**src/rtl/cflow_pkg.sv**
```systemverilog
package cflow_pkg;

   localparam logic [7:0] OP_MODSEC = 8'hC0;
   localparam logic [7:0] OP_JMP_D  = 8'h40;
   localparam logic [7:0] OP_CALL_D = 8'h50;
   localparam logic [7:0] OP_RET_R  = 8'h60;
   localparam logic [7:0] OP_SWAP_R = 8'h70;

   typedef enum logic [2:0] {
      XK_NONE,
      XK_JUMP_D,
      XK_CALL_D,
      XK_RET_R,
      XK_SWAP_R
   } xfer_kind_e;

   typedef struct packed {
      logic neg_en;
      logic zero_en;
      logic cy_en;
      logic pol;
   } cond_sel_t;

   function automatic logic is_cond_op(input logic [7:0] op);
      return (op[7] == 1'b0) && (op[3:1] == 3'b100);
   endfunction

   function automatic cond_sel_t cond_fields(input logic [7:0] op);
      cond_sel_t s;
      s.neg_en  = op[6];
      s.zero_en = op[5];
      s.cy_en   = op[4];
      s.pol     = op[0];
      return s;
   endfunction

   function automatic xfer_kind_e xfer_kind(input logic [7:0] op);
      case (op)
         OP_JMP_D:  return XK_JUMP_D;
         OP_CALL_D: return XK_CALL_D;
         OP_RET_R:  return XK_RET_R;
         OP_SWAP_R: return XK_SWAP_R;
         default:   return XK_NONE;
      endcase
   endfunction

endpackage

```
**src/rtl/cflow_cond_eval.sv**
```systemverilog
module cflow_cond_eval
   import cflow_pkg::*;
#(
   parameter int CELL_W     = 64,
   parameter int ZERO_CHUNK = 8
) (
   input  logic [CELL_W-1:0] value,
   input  cond_sel_t         sel,
   input  logic              carry,
   output logic              hit
);

   logic is_zero;
   logic term;

   generate
      if (ZERO_CHUNK <= 0 || ZERO_CHUNK >= CELL_W) begin : g_flat_zero
         assign is_zero = (value == '0);
      end else begin : g_chunk_zero
         localparam int NCH  = (CELL_W + ZERO_CHUNK - 1) / ZERO_CHUNK;
         localparam int PADW = NCH * ZERO_CHUNK;
         logic [PADW-1:0] padded;
         logic [NCH-1:0]  chunk_nz;
         assign padded = PADW'(value);
         for (genvar g = 0; g < NCH; g++) begin : g_chunk
            assign chunk_nz[g] = |padded[g*ZERO_CHUNK +: ZERO_CHUNK];
         end
         assign is_zero = ~|chunk_nz;
      end
   endgenerate

   assign term = (value[CELL_W-1] & sel.neg_en)
               | (is_zero          & sel.zero_en)
               | (carry            & sel.cy_en);
   assign hit  = ~(term ^ sel.pol);

endmodule

```
**src/rtl/cflow_prefix_state.sv**
```systemverilog
module cflow_prefix_state (
   input  logic clk,
   input  logic rst_n,
   input  logic op_vld,
   input  logic op_cond,
   input  logic op_sec,
   input  logic cond_hit,
   output logic armed,
   output logic armed_ok,
   output logic sec_armed
);

   always_ff @(posedge clk) begin
      if (!rst_n) begin
         armed     <= 1'b0;
         armed_ok  <= 1'b0;
         sec_armed <= 1'b0;
      end else if (op_vld) begin
         if (op_sec) begin
            sec_armed <= 1'b1;
         end else begin
            sec_armed <= 1'b0;
            armed     <= op_cond;
            armed_ok  <= op_cond & cond_hit;
         end
      end
   end

endmodule

```
**src/rtl/cflow_xfer_decode.sv**
```systemverilog
module cflow_xfer_decode
   import cflow_pkg::*;
#(
   parameter int CELL_W = 64,
   parameter int PC_W   = 32
) (
   input  logic              op_vld,
   input  logic [7:0]        op_byte,
   input  logic              op_cond,
   input  logic              armed,
   input  logic              armed_ok,
   input  logic              sec_armed,
   input  logic [PC_W-1:0]   d_tgt,
   input  logic [PC_W-1:0]   r_tgt,
   input  logic [PC_W-1:0]   pc_cur,
   output logic [PC_W-1:0]   pc_next,
   output logic              xfer_taken,
   output logic              d_pop_top,
   output logic              d_pop_sec,
   output logic              r_pop,
   output logic              r_push,
   output logic [CELL_W-1:0] r_push_data
);

   logic [PC_W-1:0] pc_inc;
   logic            gate_ok;
   xfer_kind_e      kind;

   assign pc_inc      = pc_cur + PC_W'(1);
   assign gate_ok     = ~armed | armed_ok;
   assign kind        = xfer_kind(op_byte);
   assign r_push_data = CELL_W'(pc_inc);

   always_comb begin
      pc_next    = op_vld ? pc_inc : pc_cur;
      xfer_taken = 1'b0;
      d_pop_top  = 1'b0;
      d_pop_sec  = 1'b0;
      r_pop      = 1'b0;
      r_push     = 1'b0;
      if (op_vld) begin
         if (op_cond) begin
            d_pop_sec = sec_armed;
            d_pop_top = ~sec_armed;
         end
         case (kind)
            XK_JUMP_D: begin
               d_pop_top = 1'b1;
               if (gate_ok) begin
                  xfer_taken = 1'b1;
                  pc_next    = d_tgt;
               end
            end
            XK_CALL_D: begin
               if (gate_ok) begin
                  d_pop_top  = 1'b1;
                  r_push     = 1'b1;
                  xfer_taken = 1'b1;
                  pc_next    = d_tgt;
               end
            end
            XK_RET_R: begin
               r_pop = 1'b1;
               if (gate_ok) begin
                  xfer_taken = 1'b1;
                  pc_next    = r_tgt;
               end
            end
            XK_SWAP_R: begin
               if (gate_ok) begin
                  r_pop      = 1'b1;
                  r_push     = 1'b1;
                  xfer_taken = 1'b1;
                  pc_next    = r_tgt;
               end
            end
            default: ;
         endcase
      end
   end

endmodule

```
**src/rtl/cflow_gate.sv**
```systemverilog
module cflow_gate
   import cflow_pkg::*;
#(
   parameter int CELL_W     = 64,
   parameter int PC_W       = 32,
   parameter int ZERO_CHUNK = 8
) (
   input  logic              clk,
   input  logic              rst_n,
   input  logic              op_vld,
   input  logic [7:0]        op_byte,
   input  logic [CELL_W-1:0] d_top,
   input  logic [CELL_W-1:0] d_sec,
   input  logic [CELL_W-1:0] r_top,
   input  logic [PC_W-1:0]   pc_cur,
   input  logic              carry_flag,
   output logic [PC_W-1:0]   pc_next,
   output logic              xfer_taken,
   output logic              d_pop_top,
   output logic              d_pop_sec,
   output logic              r_pop,
   output logic              r_push,
   output logic [CELL_W-1:0] r_push_data
);

   generate
      if (CELL_W < 16) begin : g_bad_cell
         $error("cflow_gate: CELL_W must be at least 16");
      end
      if (PC_W < 2 || PC_W > CELL_W) begin : g_bad_pc
         $error("cflow_gate: PC_W must lie in 2..CELL_W");
      end
   endgenerate

   logic              op_cond;
   logic              op_sec;
   logic              cond_hit;
   logic              armed;
   logic              armed_ok;
   logic              sec_armed;
   logic [CELL_W-1:0] cond_value;
   logic              unused_hi_bits;

   assign op_cond        = is_cond_op(op_byte);
   assign op_sec         = (op_byte == OP_MODSEC);
   assign cond_value     = sec_armed ? d_sec : d_top;
   assign unused_hi_bits = ^{d_top, r_top};

   cflow_cond_eval #(
      .CELL_W     (CELL_W),
      .ZERO_CHUNK (ZERO_CHUNK)
   ) u_eval (
      .value (cond_value),
      .sel   (cond_fields(op_byte)),
      .carry (carry_flag),
      .hit   (cond_hit)
   );

   cflow_prefix_state u_state (
      .clk       (clk),
      .rst_n     (rst_n),
      .op_vld    (op_vld),
      .op_cond   (op_cond),
      .op_sec    (op_sec),
      .cond_hit  (cond_hit),
      .armed     (armed),
      .armed_ok  (armed_ok),
      .sec_armed (sec_armed)
   );

   cflow_xfer_decode #(
      .CELL_W (CELL_W),
      .PC_W   (PC_W)
   ) u_xfer (
      .op_vld      (op_vld),
      .op_byte     (op_byte),
      .op_cond     (op_cond),
      .armed       (armed),
      .armed_ok    (armed_ok),
      .sec_armed   (sec_armed),
      .d_tgt       (d_top[PC_W-1:0]),
      .r_tgt       (r_top[PC_W-1:0]),
      .pc_cur      (pc_cur),
      .pc_next     (pc_next),
      .xfer_taken  (xfer_taken),
      .d_pop_top   (d_pop_top),
      .d_pop_sec   (d_pop_sec),
      .r_pop       (r_pop),
      .r_push      (r_push),
      .r_push_data (r_push_data)
   );

endmodule

```
**config.mk**
```make
export PLATFORM = sky130hd
export DESIGN_NAME = cflow_gate
export DESIGN_NICKNAME = d
export VERILOG_FILES = /design/src/rtl/cflow_pkg.sv /design/src/rtl/cflow_cond_eval.sv /design/src/rtl/cflow_prefix_state.sv /design/src/rtl/cflow_xfer_decode.sv /design/src/rtl/cflow_gate.sv
export SDC_FILE = /design/constraint.sdc
export NUM_CORES = 1
export LEC_CHECK = 0
export BUFFER_PORTS_ARGS = -buffer_cell sky130_fd_sc_hd__buf_2
export CORE_AREA = 5 5 128 130
export CTS_CLUSTER_SIZE = 30
export DETAILED_ROUTE_END_ITERATION = 7
export DIE_AREA = 0 0 133 135
export REMOVE_ABC_BUFFERS = 1
export SYNTH_ARGS = -nofsm -noshare
export SYNTH_HDL_FRONTEND = slang
export SYNTH_SLANG_ARGS = --single-unit
```
**constraint.sdc**
```tcl
create_clock -name clk -period 4.6 [get_ports clk]
set_input_delay 0.46 -clock clk [delete_from_list [all_inputs] [get_ports clk]]
set_output_delay 0.46 -clock clk [all_outputs]
set_load 0.01 [all_outputs]
```
==> metrics.md <==
| Metric | Value |
|---|---|
| Share of the synthesized area in the top cell type | 0.1101 |
| Combinational share of power | 0.639 |
| P_int | 0.2713 mW |
| Post-route clock skew | 0.001192 ns |
| Vias in the first global route | 4252 |
| Max cap viols | 0 |
| Syn-to-layout area delta | 51.53% |
| DP Wirelength | 13390 um |
| Final Setup Violations | 0 |
| Share of synthesized registers carrying an async set or reset | 0 |
| Max Slew Vio Count | 0 |
| Initial Utilization | 0.1882 |
| Mean cell area of the mapped netlist | 6.400 sq um |
| Layout Cell Area excl Fill | 4287 sq um |
| Filler cell count | 1684 |
| Hold buffers post-CTS | 0 |
| Routed vias/inst | 4.927 |
| Outcome | completed |
| DRC errors left | 0 |
| HP Class | reg2reg |
| Synth unique cells | 60 |
| Htree depth | 1 |
| Maximum vdd drop | 0.0001046 V |
| Ys Warns | 0 |
| Switching Share | 0.4099 |
| First-pass GRT wire length | 23330 um |
| Top-count cell post-synth | nand2_1 |
| NetSw | 0.1885 mW |
| Routed WL per cell | 18.17 um |
| Worst R2R Path Depth | 6 |
| Startpoint types | input pin |
| Largest net degree at the start of global routing | 28 |
| Initial antenna violation count | 3 |
| Clk_lat worst skew | 0.22 ns |
| RSZ-0062 raised after global routing | false |
| Sequential area share after synthesis | 0.02123 |
| # rows | 45 |
| CTS Buf Count | 3 |
| Core ar. | 15030 sq um |
| Reg-to-Reg End | u_state.armed_ok |
| Area of the mapped netlist | 2829 sq um |
| Highest clock rate | 302.2 MHz |
| Die span in x | 133 um |
| Post-Syn Instances | 442 |
| Fin. Hold Viols | 0 |
| Hold wc startpoint | u_state.armed_ok |
| Clock sink count | 3 |
| Final Routed Wirelength | 16140 um |
| Total GRT Usage | 0.1624 |
| CTS tree | yes |
| Sequential share of power | 0.062 |
| DP Area | 4205 sq um |
| Area contributors post-synth | nand2_1 (11%), buf_4 (9.3%), a22oi_1 (7.2%), xnor2_1 (6.5%), nor4_1 (6.0%) |
| # IOs | 337 |
| Critical path type | in2out |
| Leak | 2.172 nW |
| Final ANT Viol Nets | 0 |
| Setup Fix Bufs, Post-CTS | 0 |
| Flop-to-flop setup slack | 2.72 ns |
| Power Density | 107.3 nW/um^2 |
| Root Buffer | clkbuf_16 |
| Max clock buf depth | 2 |
| Crit end category | output port |
| Tmin final | 3.310 ns |
| Synth area leader | nand2_1 |
| Post-CTS sizing | 0 |
| Total design power | 0.4599 mW |
| GPL Wtd Cong | 0.8573 |
| Port Buf Inserts | 272 |
| Share of layout cells above drive strength 1 | 0.4249 |
| Min-Delay Endpoint | u_state.armed_ok |
| Slew Limit Headroom | 0.4218 |
| Final period util | 0.7195 |
| Final TNS setup | 0 ns |
| Critical Path RT | 4.14 ns |
| Final #Nets | 937 |
| Post-synthesis register bit count | 3 |
| Worst-path clk slew | 0.03 ns |
| DR vias | 4375 |
| Post-synth top cells | nand2_1 (83), buf_4 (35), a22oi_1 (27), nor4_1 (27), o21ai_0 (27) |
| Die Height | 135 um |
| FF-to-FF Start | u_state.sec_armed |
| Post-synth EDFFs | 0 |
| CP Max Fanout | 16 |
| Pre-antenna DRT Iters | 4 |
| CP arrival | 2.85 ns |
| Tightest Pin Transition | 0.8663 ns |
| Clock share of power | 0.300 |
| Global route overflow | 0 |
| Detailed router's first-iteration violation count | 177 |
| Die Area | 17960 sq um |
| Synth Flop Type | dfxtp_1 |
| Hold path depth | 2 |
routing by layer:
layer	global-route usage	routed length, um	vias up
li1	-	-	2132
met1	0.2142	7261	2017
met4	0.02483	189	4
met5	0	19	-
met2	0.2875	7727	198
met3	0.02161	937	24
sequential cells by signal, summed over array words and instances, names as in the netlist:
| signal | flops |
|---|---|
| u_state.armed_ok | 1 |
| u_state.sec_armed | 1 |
| u_state.armed | 1 |
per-stage QoR:
stage | util | hold slack [ns] | setup slack, ns | std cells
after floorplan | - | 0.4568 | 1.809 | 415
after global placement | 0.2797 | 0.4811 | 1.231 | 883
after detailed placement | 0.2797 | 0.4848 | 1.236 | 883
after CTS | 0.2850 | 0.4921 | 1.230 | 887
after global routing | 0.2851 | 0.5098 | 1.058 | 888
final | 0.2851 | 0.4936 | 1.290 | 888
power groups by stage:
stage	clock, mW	combinational [mW]	sequential (mW)
after CTS	0.139	0.293	0.0284
after global placement	0	0.289	0.0288
after global routing	0.141	0.321	0.0285
after floorplan	0	0.113	0.0279
after detailed placement	0	0.292	0.0288
final	0.138	0.294	0.0283
cell usage in the layout, fill, tap and decap left out, drive strengths merged, types with 3 or more instances in the layout:
master,instances
or3,4
nand4,16
a22o,12
dfxtp,3
nor4b,3
a21oi,12
a22oi,27
nor4,29
o32ai,4
a221o,4
xor2,9
nor3,11
and3,14
or4,3
nor2,26
o221ai,6
o311ai,4
inv,8
nand2,84
nand2b,3
xnor2,21
conb,32
o21ai,27
a31oi,3
nand3,21
buf,280
clkbuf,4
worst max-delay path by stage:
stage,startpoint,to,slack [ns]
after floorplan,op_byte[1],pc_next[24],1.81
after global placement,op_byte[1],pc_next[15],1.23
after detailed placement,op_byte[1],pc_next[15],1.24
after CTS,op_byte[1],pc_next[15],1.23
after global routing,op_byte[1],pc_next[15],1.06
final,op_byte[1],pc_next[15],1.29
cells by family (layout without fill, tap and decap cells):
family | count (synthesis) | after routing | share of synthesized area
AO/OA/AOI/OAI | 115 | 115 | 0.2906
XOR/XNOR | 30 | 30 | 0.09288
adder cells (fa/ha/maj) | 1 | 1 | 0.004422
buffers and inverters | 66 | 292 | 0.1530
flip-flops | 3 | 3 | 0.02123
multiplexers | 2 | 2 | 0.007519
other | 1 | 33 | 0.001326
AND/OR/NAND/NOR | 224 | 224 | 0.4290
cell type report:
class                           count  area [sq um]  share of cell area
Antenna cell                        1         2.502           0.0005838
Clock buffer                        4         78.83             0.01839
Multi-Input combinational cell    404          2459              0.5736
Inverter                            8         30.03            0.007005
Tap cell                          188         235.2             0.05487
Timing Repair Buffer              280          1421              0.3316
Sequential cell                     3         60.06             0.01401
worst max-delay path, cell delays in order:
cell	delay, ns
buf_2	0.13
nor4_4	0.47
nand2_1	0.21
nor3_4	0.61
buf_4	0.32
a22o_1	0.24
nand2_1	0.09
o311ai_0	0.12
buf_2	0.19
No activity file was read; power rests on OpenSTA's default activity.
